[src/rtl/addr_gen_pkg.sv]
package addr_gen_pkg;
  localparam int SEG_W      = 16;
  localparam int OFF_W      = 32;
  localparam int LIN_W      = 32;
  localparam int REAL_OFF_W = 16;
  localparam int REAL_AW    = SEG_W + 4;
  localparam int ATTR_W     = 4;
  localparam int TYPE_W     = 3;
  localparam int PRESENT_B  = 3;
  localparam int SEL_IDX_LO = 3;
  localparam int SEL_TBL_B  = 2;

  typedef struct packed {
    logic [LIN_W-1:0]  base;
    logic [OFF_W-1:0]  limit;
    logic [ATTR_W-1:0] attr;
  } desc_t;
endpackage

[src/rtl/seg_desc_file.sv]
module seg_desc_file
  import addr_gen_pkg::*;
#(
  parameter int ENTRIES = 8,
  localparam int IDX_W  = $clog2(ENTRIES)
) (
  input  logic             clk_i,
  input  logic             rst_ni,
  input  logic             wr_en_i,
  input  logic             wr_tbl_i,
  input  logic [IDX_W-1:0] wr_idx_i,
  input  desc_t            wr_desc_i,
  input  logic             rd_tbl_i,
  input  logic [IDX_W-1:0] rd_idx_i,
  output desc_t            rd_desc_o,
  output logic             rd_loaded_o
);
  localparam int SLOTS = 2 * ENTRIES;

  desc_t      desc_q   [SLOTS];
  logic [SLOTS-1:0] loaded_q;
  logic [SLOTS-1:0] slot_we;

  for (genvar s = 0; s < SLOTS; s++) begin : g_we
    assign slot_we[s] = wr_en_i && ({wr_tbl_i, wr_idx_i} == (IDX_W+1)'(s));
  end

  always_ff @(posedge clk_i or negedge rst_ni) begin
    if (!rst_ni) begin
      loaded_q <= '0;
      for (int s = 0; s < SLOTS; s++) desc_q[s] <= '0;
    end else begin
      for (int s = 0; s < SLOTS; s++) begin
        if (slot_we[s]) begin
          desc_q[s]   <= wr_desc_i;
          loaded_q[s] <= 1'b1;
        end
      end
    end
  end

  assign rd_desc_o   = desc_q[{rd_tbl_i, rd_idx_i}];
  assign rd_loaded_o = loaded_q[{rd_tbl_i, rd_idx_i}];
endmodule

[src/rtl/real_addr_calc.sv]
module real_addr_calc
  import addr_gen_pkg::*;
(
  input  logic [SEG_W-1:0]      seg_i,
  input  logic [REAL_OFF_W-1:0] off_i,
  output logic [REAL_AW-1:0]    addr_o
);
  // paragraph-aligned segment plus offset, wrapping at the 20-bit boundary
  assign addr_o = {seg_i, 4'b0000} + REAL_AW'(off_i);
endmodule

[src/rtl/prot_addr_calc.sv]
module prot_addr_calc
  import addr_gen_pkg::*;
(
  input  desc_t             desc_i,
  input  logic              loaded_i,
  input  logic              in_range_i,
  input  logic [OFF_W-1:0]  off_i,
  output logic [LIN_W-1:0]  addr_o,
  output logic              fault_o
);
  logic unusable;

  assign unusable = !desc_i.attr[PRESENT_B] || (desc_i.attr[TYPE_W-1:0] == '0);
  assign fault_o  = !in_range_i || !loaded_i || unusable || (off_i > desc_i.limit);
  assign addr_o   = desc_i.base + LIN_W'(off_i);
endmodule

[src/rtl/seg_xlate.sv]
module seg_xlate
  import addr_gen_pkg::*;
#(
  parameter int ENTRIES = 8,
  localparam int IDX_W  = $clog2(ENTRIES)
) (
  input  logic             clk_i,
  input  logic             rst_ni,
  input  logic             req_valid_i,
  input  logic             prot_mode_i,
  input  logic [15:0]      seg_i,
  input  logic [31:0]      offset_i,
  input  logic             wr_en_i,
  input  logic             wr_tbl_i,
  input  logic [IDX_W-1:0] wr_idx_i,
  input  logic [31:0]      wr_base_i,
  input  logic [31:0]      wr_limit_i,
  input  logic [3:0]       wr_attr_i,
  output logic             lin_valid_o,
  output logic [31:0]      lin_addr_o,
  output logic             fault_o
);
  localparam int SEL_IDX_W = SEG_W - SEL_IDX_LO;

  logic [SEL_IDX_W-1:0] sel_index;
  logic                 sel_tbl;
  logic                 in_range;
  desc_t                wr_desc, rd_desc;
  logic                 rd_loaded;
  logic [REAL_AW-1:0]   real_addr;
  logic [LIN_W-1:0]     prot_addr;
  logic                 prot_fault;
  logic                 nxt_valid, nxt_fault;
  logic [LIN_W-1:0]     nxt_addr;

  assign sel_index = seg_i[SEG_W-1:SEL_IDX_LO];
  assign sel_tbl   = seg_i[SEL_TBL_B];
  assign in_range  = sel_index < SEL_IDX_W'(ENTRIES);
  assign wr_desc   = '{base: wr_base_i, limit: wr_limit_i, attr: wr_attr_i};

  seg_desc_file #(.ENTRIES(ENTRIES)) u_tbl (
    .clk_i      (clk_i),
    .rst_ni     (rst_ni),
    .wr_en_i    (wr_en_i),
    .wr_tbl_i   (wr_tbl_i),
    .wr_idx_i   (wr_idx_i),
    .wr_desc_i  (wr_desc),
    .rd_tbl_i   (sel_tbl),
    .rd_idx_i   (sel_index[IDX_W-1:0]),
    .rd_desc_o  (rd_desc),
    .rd_loaded_o(rd_loaded)
  );

  real_addr_calc u_real (
    .seg_i (seg_i),
    .off_i (offset_i[REAL_OFF_W-1:0]),
    .addr_o(real_addr)
  );

  prot_addr_calc u_prot (
    .desc_i    (rd_desc),
    .loaded_i  (rd_loaded),
    .in_range_i(in_range),
    .off_i     (offset_i),
    .addr_o    (prot_addr),
    .fault_o   (prot_fault)
  );

  always_comb begin
    nxt_valid = 1'b0;
    nxt_fault = 1'b0;
    nxt_addr  = '0;
    if (req_valid_i) begin
      if (!prot_mode_i) begin
        nxt_valid = 1'b1;
        nxt_addr  = LIN_W'(real_addr);
      end else if (prot_fault) begin
        nxt_fault = 1'b1;
      end else begin
        nxt_valid = 1'b1;
        nxt_addr  = prot_addr;
      end
    end
  end

  always_ff @(posedge clk_i or negedge rst_ni) begin
    if (!rst_ni) begin
      lin_valid_o <= 1'b0;
      fault_o     <= 1'b0;
      lin_addr_o  <= '0;
    end else begin
      lin_valid_o <= nxt_valid;
      fault_o     <= nxt_fault;
      lin_addr_o  <= nxt_addr;
    end
  end

  a_r3_idle_quiet: assert property (@(posedge clk_i) disable iff (!rst_ni)
    !req_valid_i |=> (!lin_valid_o && !fault_o));

  a_r3_real_never_faults: assert property (@(posedge clk_i) disable iff (!rst_ni)
    (req_valid_i && !prot_mode_i) |=> (lin_valid_o && !fault_o));

  a_r2_real_upper_zero: assert property (@(posedge clk_i) disable iff (!rst_ni)
    (req_valid_i && !prot_mode_i) |=> (lin_addr_o[LIN_W-1:REAL_AW] == '0));

  a_r7_index_range: assert property (@(posedge clk_i) disable iff (!rst_ni)
    (req_valid_i && prot_mode_i && (seg_i[15:3] >= 13'(ENTRIES))) |=> fault_o);

  a_r6_over_limit: assert property (@(posedge clk_i) disable iff (!rst_ni)
    (req_valid_i && prot_mode_i && (offset_i > rd_desc.limit)) |=> (fault_o && !lin_valid_o));

  a_r10_exclusive: assert property (@(posedge clk_i) disable iff (!rst_ni)
    !(lin_valid_o && fault_o));

  a_r10_addr_zero: assert property (@(posedge clk_i) disable iff (!rst_ni)
    !lin_valid_o |-> (lin_addr_o == '0));
endmodule

[config.mk]
export PLATFORM = sky130hd
export DESIGN_NAME = seg_xlate
export DESIGN_NICKNAME = d
export VERILOG_FILES = /design/src/rtl/addr_gen_pkg.sv /design/src/rtl/seg_desc_file.sv /design/src/rtl/real_addr_calc.sv /design/src/rtl/prot_addr_calc.sv /design/src/rtl/seg_xlate.sv
export SDC_FILE = /design/constraint.sdc
export NUM_CORES = 2
export LEC_CHECK = 0
export BUFFER_PORTS_ARGS = -buffer_cell sky130_fd_sc_hd__buf_2
export CORE_ASPECT_RATIO = 0.6
export CORE_UTILIZATION = 63
export CTS_CLUSTER_SIZE = 30
export DETAILED_ROUTE_END_ITERATION = 8
export PLACE_DENSITY = 0.81
export SYNTH_ARGS = -nofsm -noshare
export SYNTH_HDL_FRONTEND = slang
export SYNTH_SLANG_ARGS = --single-unit
[constraint.sdc]
create_clock -name clk_i -period 4.1 [get_ports clk_i]
set_input_delay 1.025 -clock clk_i [delete_from_list [all_inputs] [get_ports clk_i]]
set_output_delay 1.025 -clock clk_i [all_outputs]
set_load 0.02 [all_outputs]
# ---- After elaboration in Yosys (flattened, before gate mapping)
# Cells that the tools add are included.
dict set report word_totals {
  inputBits 125
  elab_cells 128
  regBits 1138
}
dict set report op_classes {
  bitwise_logic 1
  n_lt_le_gt_ge 4
  reduce_logical 25
  mux 14
  n_eq_ne 15
  n_addsub 2
}
# cell count
set ops {}
lappend ops {{$bmux W68 S4} 1}
lappend ops {{$mux W68} 2}
lappend ops {{$mux W32} 3}
lappend ops {{$add A32 B32 Y32} 1}
lappend ops {{$eq A4 B4 Y1 const B} 8}
lappend ops {{$gt A32 B32 Y1} 1}
lappend ops {{$add A20 B16 Y20} 1}
lappend ops {{$eq A4 B3 Y1 const B} 4}
lappend ops {{$logic_and A1 B1 Y1} 16}
lappend ops {{$lt A13 B4 Y1 const B} 1}
lappend ops {{$eq A4 B2 Y1 const B} 2}
lappend ops {{$mux W1} 7}
lappend ops {{$ge A5 B5 Y1 const B} 1}
lappend ops {{$lt A4 B5 Y1 const B} 1}
lappend ops {{$not A4 Y5} 1}
lappend ops {{$bmux W1 S4} 1}
lappend ops {{$eq A4 B1 Y1 const B} 1}
lappend ops {{$logic_not A4 Y1} 1}
lappend ops {{$logic_or A1 B1 Y1} 4}
lappend ops {{$logic_not A1 Y1} 3}
lappend ops {{$logic_not A3 Y1} 1}

# ---- Depth between registers and ports, before layout
dict set report depth {
  word_depth 11
  depth_mapped 17
  depth_no_buf 12
}

# ---- Hierarchy
# From an unflattened synthesis, not the netlist that was laid out.
dict set report unflattened {
  hier_cells 3508
  hier_area_um2 53228.6
}
# mod seq_area_each_um2 cells_each area_each_um2 n_inst
set by_module_without_submodules {}
lappend by_module_without_submodules {seg_desc_file 27626.5 2998 48853.1 1}
lappend by_module_without_submodules {prot_addr_calc 0.0 323 2366.0 1}
lappend by_module_without_submodules {seg_xlate 850.8 79 1188.6 1}
lappend by_module_without_submodules {real_addr_calc 0.0 108 820.8 1}

# ---- Least setup slack after synthesis
# No wires, ideal clock.
dict set report synth_timing {
  path_kind {input port to flip-flop}
  start {input seg_i[3]}
  end {register lin_addr_o[26]}
  stages 16
  path_buffers 4
  setup_slack_ns -0.995
  arrival_time_ns 5.009
  setup_ns 0.086
  path_cell_list {buf_2 buf_2 buf_2 buf_2 mux4_2 mux4_2 ha_1 fa_1 a211oi_1 o21a_1 o31a_2 nor2_1 o41ai_2 a21oi_1 o21a_1 nor3_1}
}
dict set report synth_between {
  elab_chain_len 11
  word_cells_on_any_way 20
  cone_classes {add/sub (1); order compare (2); mux (8); bitwise (1); reduce/logical (8)}
}
# element line_no
set synth_rtl {}
lappend synth_rtl {{from (decl)} seg_xlate.sv:11} ;# input logic [15:0] seg_i,
lappend synth_rtl {{branches (longest 8 deep; another with $gt A32 B32 Y1)} --}
lappend synth_rtl {{$mux W32 (*)} seg_xlate.sv:77} ;# end else if (prot_fault) begin
lappend synth_rtl {{$mux W32 (*)} seg_xlate.sv:74} ;# if (!prot_mode_i) begin
lappend synth_rtl {{$mux W32 (*)} seg_xlate.sv:73} ;# if (req_valid_i) begin
lappend synth_rtl {{named net nxt_addr[26]} seg_xlate.sv:34} ;# logic [LIN_W-1:0] nxt_addr;
lappend synth_rtl {{to (signal assigned)} seg_xlate.sv:94} ;# lin_addr_o <= nxt_addr;
lappend synth_rtl {{to (decl)} seg_xlate.sv:20} ;# output logic [31:0] lin_addr_o,
# Mark *: on every way through the listed nets, which the timed path passes. The select of a mux whose other input is x is not followed.
# A chain may end at the register's enable or synchronous reset.

# ---- Worst setup path after layout
dict set report layout_timing {
  start {input seg_i[3]}
  end {register lin_addr_o[12]}
}
dict set report layout_between {
  elab_chain_len 11
  word_cells_on_any_way 21
  cone_classes {add/sub (2); order compare (2); mux (8); bitwise (1); reduce/logical (8)}
}
# element line_no
set layout_rtl {}
lappend layout_rtl {{branches (longest 9 deep; another with $gt A32 B32 Y1)} --}
lappend layout_rtl {{$mux W32 (*)} seg_xlate.sv:74}
lappend layout_rtl {{$mux W32 (*)} seg_xlate.sv:73}
lappend layout_rtl {{named net nxt_addr[12]} seg_xlate.sv:34}
# Marks and branches as above.

==> metrics.txt <==
sequential-to-total area share from yosys stat 53.8%; number of placed I/O pins 159; master of the slowest instance on the critical path mux4_2; Crit Reg-Reg Endpoint lin_addr_o[12]; post-route fraction of the period consumed by the critical path 98.8%; most common cell in the synthesized netlist dfrtp_1; Post-synth EDFFs 0; final count of negative-setup-slack endpoints 0; cell at the root of the clock tree clkbuf_16; initial standard-cell utilization of the core 64.3%; input/output buffers 158; cell area after layout 0.0614 sq mm; DP HPWL 87400 um; setup clock skew after layout 0.0259 ns; initial antenna violation count 6; pin count of the biggest net entering global routing 112; synthesis-to-layout area growth 16.0%; warnings from Yosys 0; clock latency reported for the late side of the worst-skew pair 0.71 ns; post-place instance area 0.0571 sq mm; mean number of vias per cell 6.61; number of global-route vias before repair 34.6k; critical path required time 4.70 ns; net switching component of the power 0.00897 W; power share of the clock group 31.0%; Buf/Inv on CP 6; Top FF cell, synth dfrtp_1; type of the worst min-delay path input port to async pin; Min Clock Period, post-route 4.05 ns; number of nets in the layout 3894; TritonRoute pass-1 iters 7; reg-to-reg critical path startpoint u_tbl.desc_q[33]; CTS tree built; post-detailed-routing wire length 143000 um; Avg WL per Cell 29.2 um; worst-case register-to-register setup slack 0.32 ns; synthesis-stage register bit count 1138; top cell type by total area after synthesis dfrtp_1; ys async rst share 100%; global-route wire length before repair 219000 um; post-layout worst setup margin 0.0480 ns; family of cells with the greatest summed delay on the critical path compound AO/OA/AOI/OAI gates; final setup TNS 0 ns; net count of the mapped netlist 3591; post-synthesis instance area 0.0529 sq mm; total power 0.0333 W; routed via count 32.4k; total power density per cell area 542 mW/mm^2; critical path class input port to flop; leakage 26.9 nW; TritonCTS buffer count 101; total of max-cap violations 0; Max IR drop VDD 0.431 mV; top cells by count, synth dfrtp_1, mux2_2, mux4_2; chain of cells forming the critical path clkbuf_16 -> buf_12 -> mux4_2 -> mux4_2 -> inv_1 -> ha_1 -> a211oi_1 -> nor2_1 -> a2111oi_2 -> buf_4 -> o211ai_1 -> a21o_1 -> a21oi_4 -> buf_12 -> o21ai_4 -> buf_12 -> a211oi_2; overall fraction of global-route tracks in use 34.4%; die boundary height 226 um; internal portion of total power 0.0243 W; status finished, final reports clean; Worst setup SP type input port; maximum clock path buffer count 3; drt first-iter violations 2610; share of total power in combinational logic 23.4%; Slew HR 35.3%; leftover overflow at the end of global routing 0; critical path fanouts, max 18; arrival time of data at the critical path endpoint 4.65 ns; Final ANT Viol Nets 0; Clk pin slew, worst setup/hold paths 0.06 ns; final RePlAce weighted congestion 0.947; sequential group share of total power 45.6%; cell type with the highest occurrence count on the critical path buf_12; Die Width 376 um; leading cell types by total area after synthesis dfrtp_1, mux2_2, mux4_2; Post-route DRC 0; smallest hold slack 0.310 ns; sink count of the clock tree 1138; actual slew at the worst max-slew pin 0.968 ns; core area 0.0823 sq mm; floorplan die area 0.0852 sq mm; Avg Cell Area, Syn 15.6 sq um; row count 81; number of levels the H-tree was split into 3; peak clock frequency supported by timing 247 MHz; share of final-layout standard cells stronger than drive strength 1 56.2%; Critical Path End Type flop; area share of the leading cell type in the synthesized netlist 53.8%; Cells after Synth 3389; minimum setup slack after placement -0.904 ns; Final Max Slew Viols 0; number of library cell types mapped by synthesis 66; largest stage delay on the critical path 0.58 ns; Hold Vio Cnt, Final 0; count of cells along the worst register-to-register path 15; Switching Fraction 27.0%
==> flip-flops by register name, summed over array words and instances (netlist names) <==
name and cells:
u_tbl.desc_q 1088, lin_addr_o 32, u_tbl.loaded_q 16, lin_valid_o 1, fault_o 1
==> power by group through the flow <==
stage	logic [W]	registers [W]	clock network [W]
3_3_place_gp	0.00708	0.0150	0
4_1_cts	0.00761	0.0151	0.0104
5_1_grt	0.00832	0.0154	0.0109
2_1_floorplan	0.00520	0.0148	0
3_5_place_dp	0.00746	0.0153	0
6_report	0.00777	0.0152	0.0103
==> cell families after synthesis <==
logic type               Yosys count  share of synthesized area [%]
AO/OA/AOI/OAI                    169                           2.20
multiplexers                    1414                           36.9
XOR/XNOR                          40                          0.662
AND/OR/NAND/NOR                  236                           2.19
adder cells (fa/ha/maj)           77                           1.85
buffers and inverters            315                           2.35
flip-flops                      1138                           53.8
==> metrics by stage <==
step / utilization, % / cells
after detailed placement: 69.4 / 4686
after CTS: 74.2 / 4887
after floorplan: - / 3389
final: 74.6 / 4900
after global placement: 69.4 / 4686
after global routing: 74.6 / 4897
==> placed cells by master (no fill, tap or decap), drive strengths merged, types with 5 or more instances in the layout <==
cell and count:
mux4 322, nand3b 5, buf 463, xor2 15, nand2 48, nand2b 19
clkbuf 152, inv 50, bufinv 14, o21a 8, dfrtp 1138, xnor2 25
or2 10, o32ai 6, nand3 26, o21ai 26, a21oi 46, o21bai 7
nor3 27, a211oi 16, a31oi 5, nor2 68, a21boi 5, clkinv 17
nand4 10, a21o 19, diode 6, mux2 1088, ha 75
==> how the worst max path moves through the flow <==
stage	startpoint	endpoint	slack (ns)	depth (start not counted)
after global routing	seg_i[3]	lin_addr_o[12]	-0.04	19
after floorplan	seg_i[3]	lin_addr_o[29]	-0.39	15
after global placement	seg_i[3]	lin_addr_o[29]	-0.81	15
final	seg_i[3]	lin_addr_o[12]	0.05	17
after CTS	seg_i[3]	lin_addr_o[17]	-0.02	17
after detailed placement	seg_i[3]	lin_addr_o[26]	-0.90	15
==> timing repair <==
item,in CTS,in global routing
endpoints found under the setup margin,31,32
hold buffers,0,0
setup buffers,14,5
cloned,2,3
pin swaps,5,12
gates resized for setup,24,58
==> worst register-to-register path, stage by stage, from the launching register on <==
cell and delay (ns):
dfrtp_1 0.38, mux4_2 0.48, mux4_2 0.58, inv_1 0.11
ha_1 0.24, a211oi_1 0.21, nor2_1 0.10, a2111oi_2 0.36
buf_4 0.17, o211ai_1 0.11, a21o_1 0.20, a21oi_4 0.20
buf_12 0.15, o21ai_4 0.06, buf_12 0.17, a211oi_2 0.17
==> cell type report <==
type | instances | area [sq um]
Timing Repair Buffer | 467 | 4180
Fill cell | 4853 | 20900
Sequential cell | 1138 | 28500
Inverter | 48 | 188
Antenna cell | 6 | 15.0
Tap cell | 1120 | 1400
Multi-Input combinational cell | 1936 | 23600
Clock inverter | 36 | 563
Clock buffer | 149 | 3010
==> routing by layer <==
layer  up-vias  part of all wire, %  track usage [%]
met2      1161                   48             54.8
met3       255                  6.8             6.80
met5         -                0.016                0
li1      13300                    -                -
met1     17700                   42             48.6
met4         4                  3.0             10.6
No activity file was read; power rests on OpenSTA's default activity.
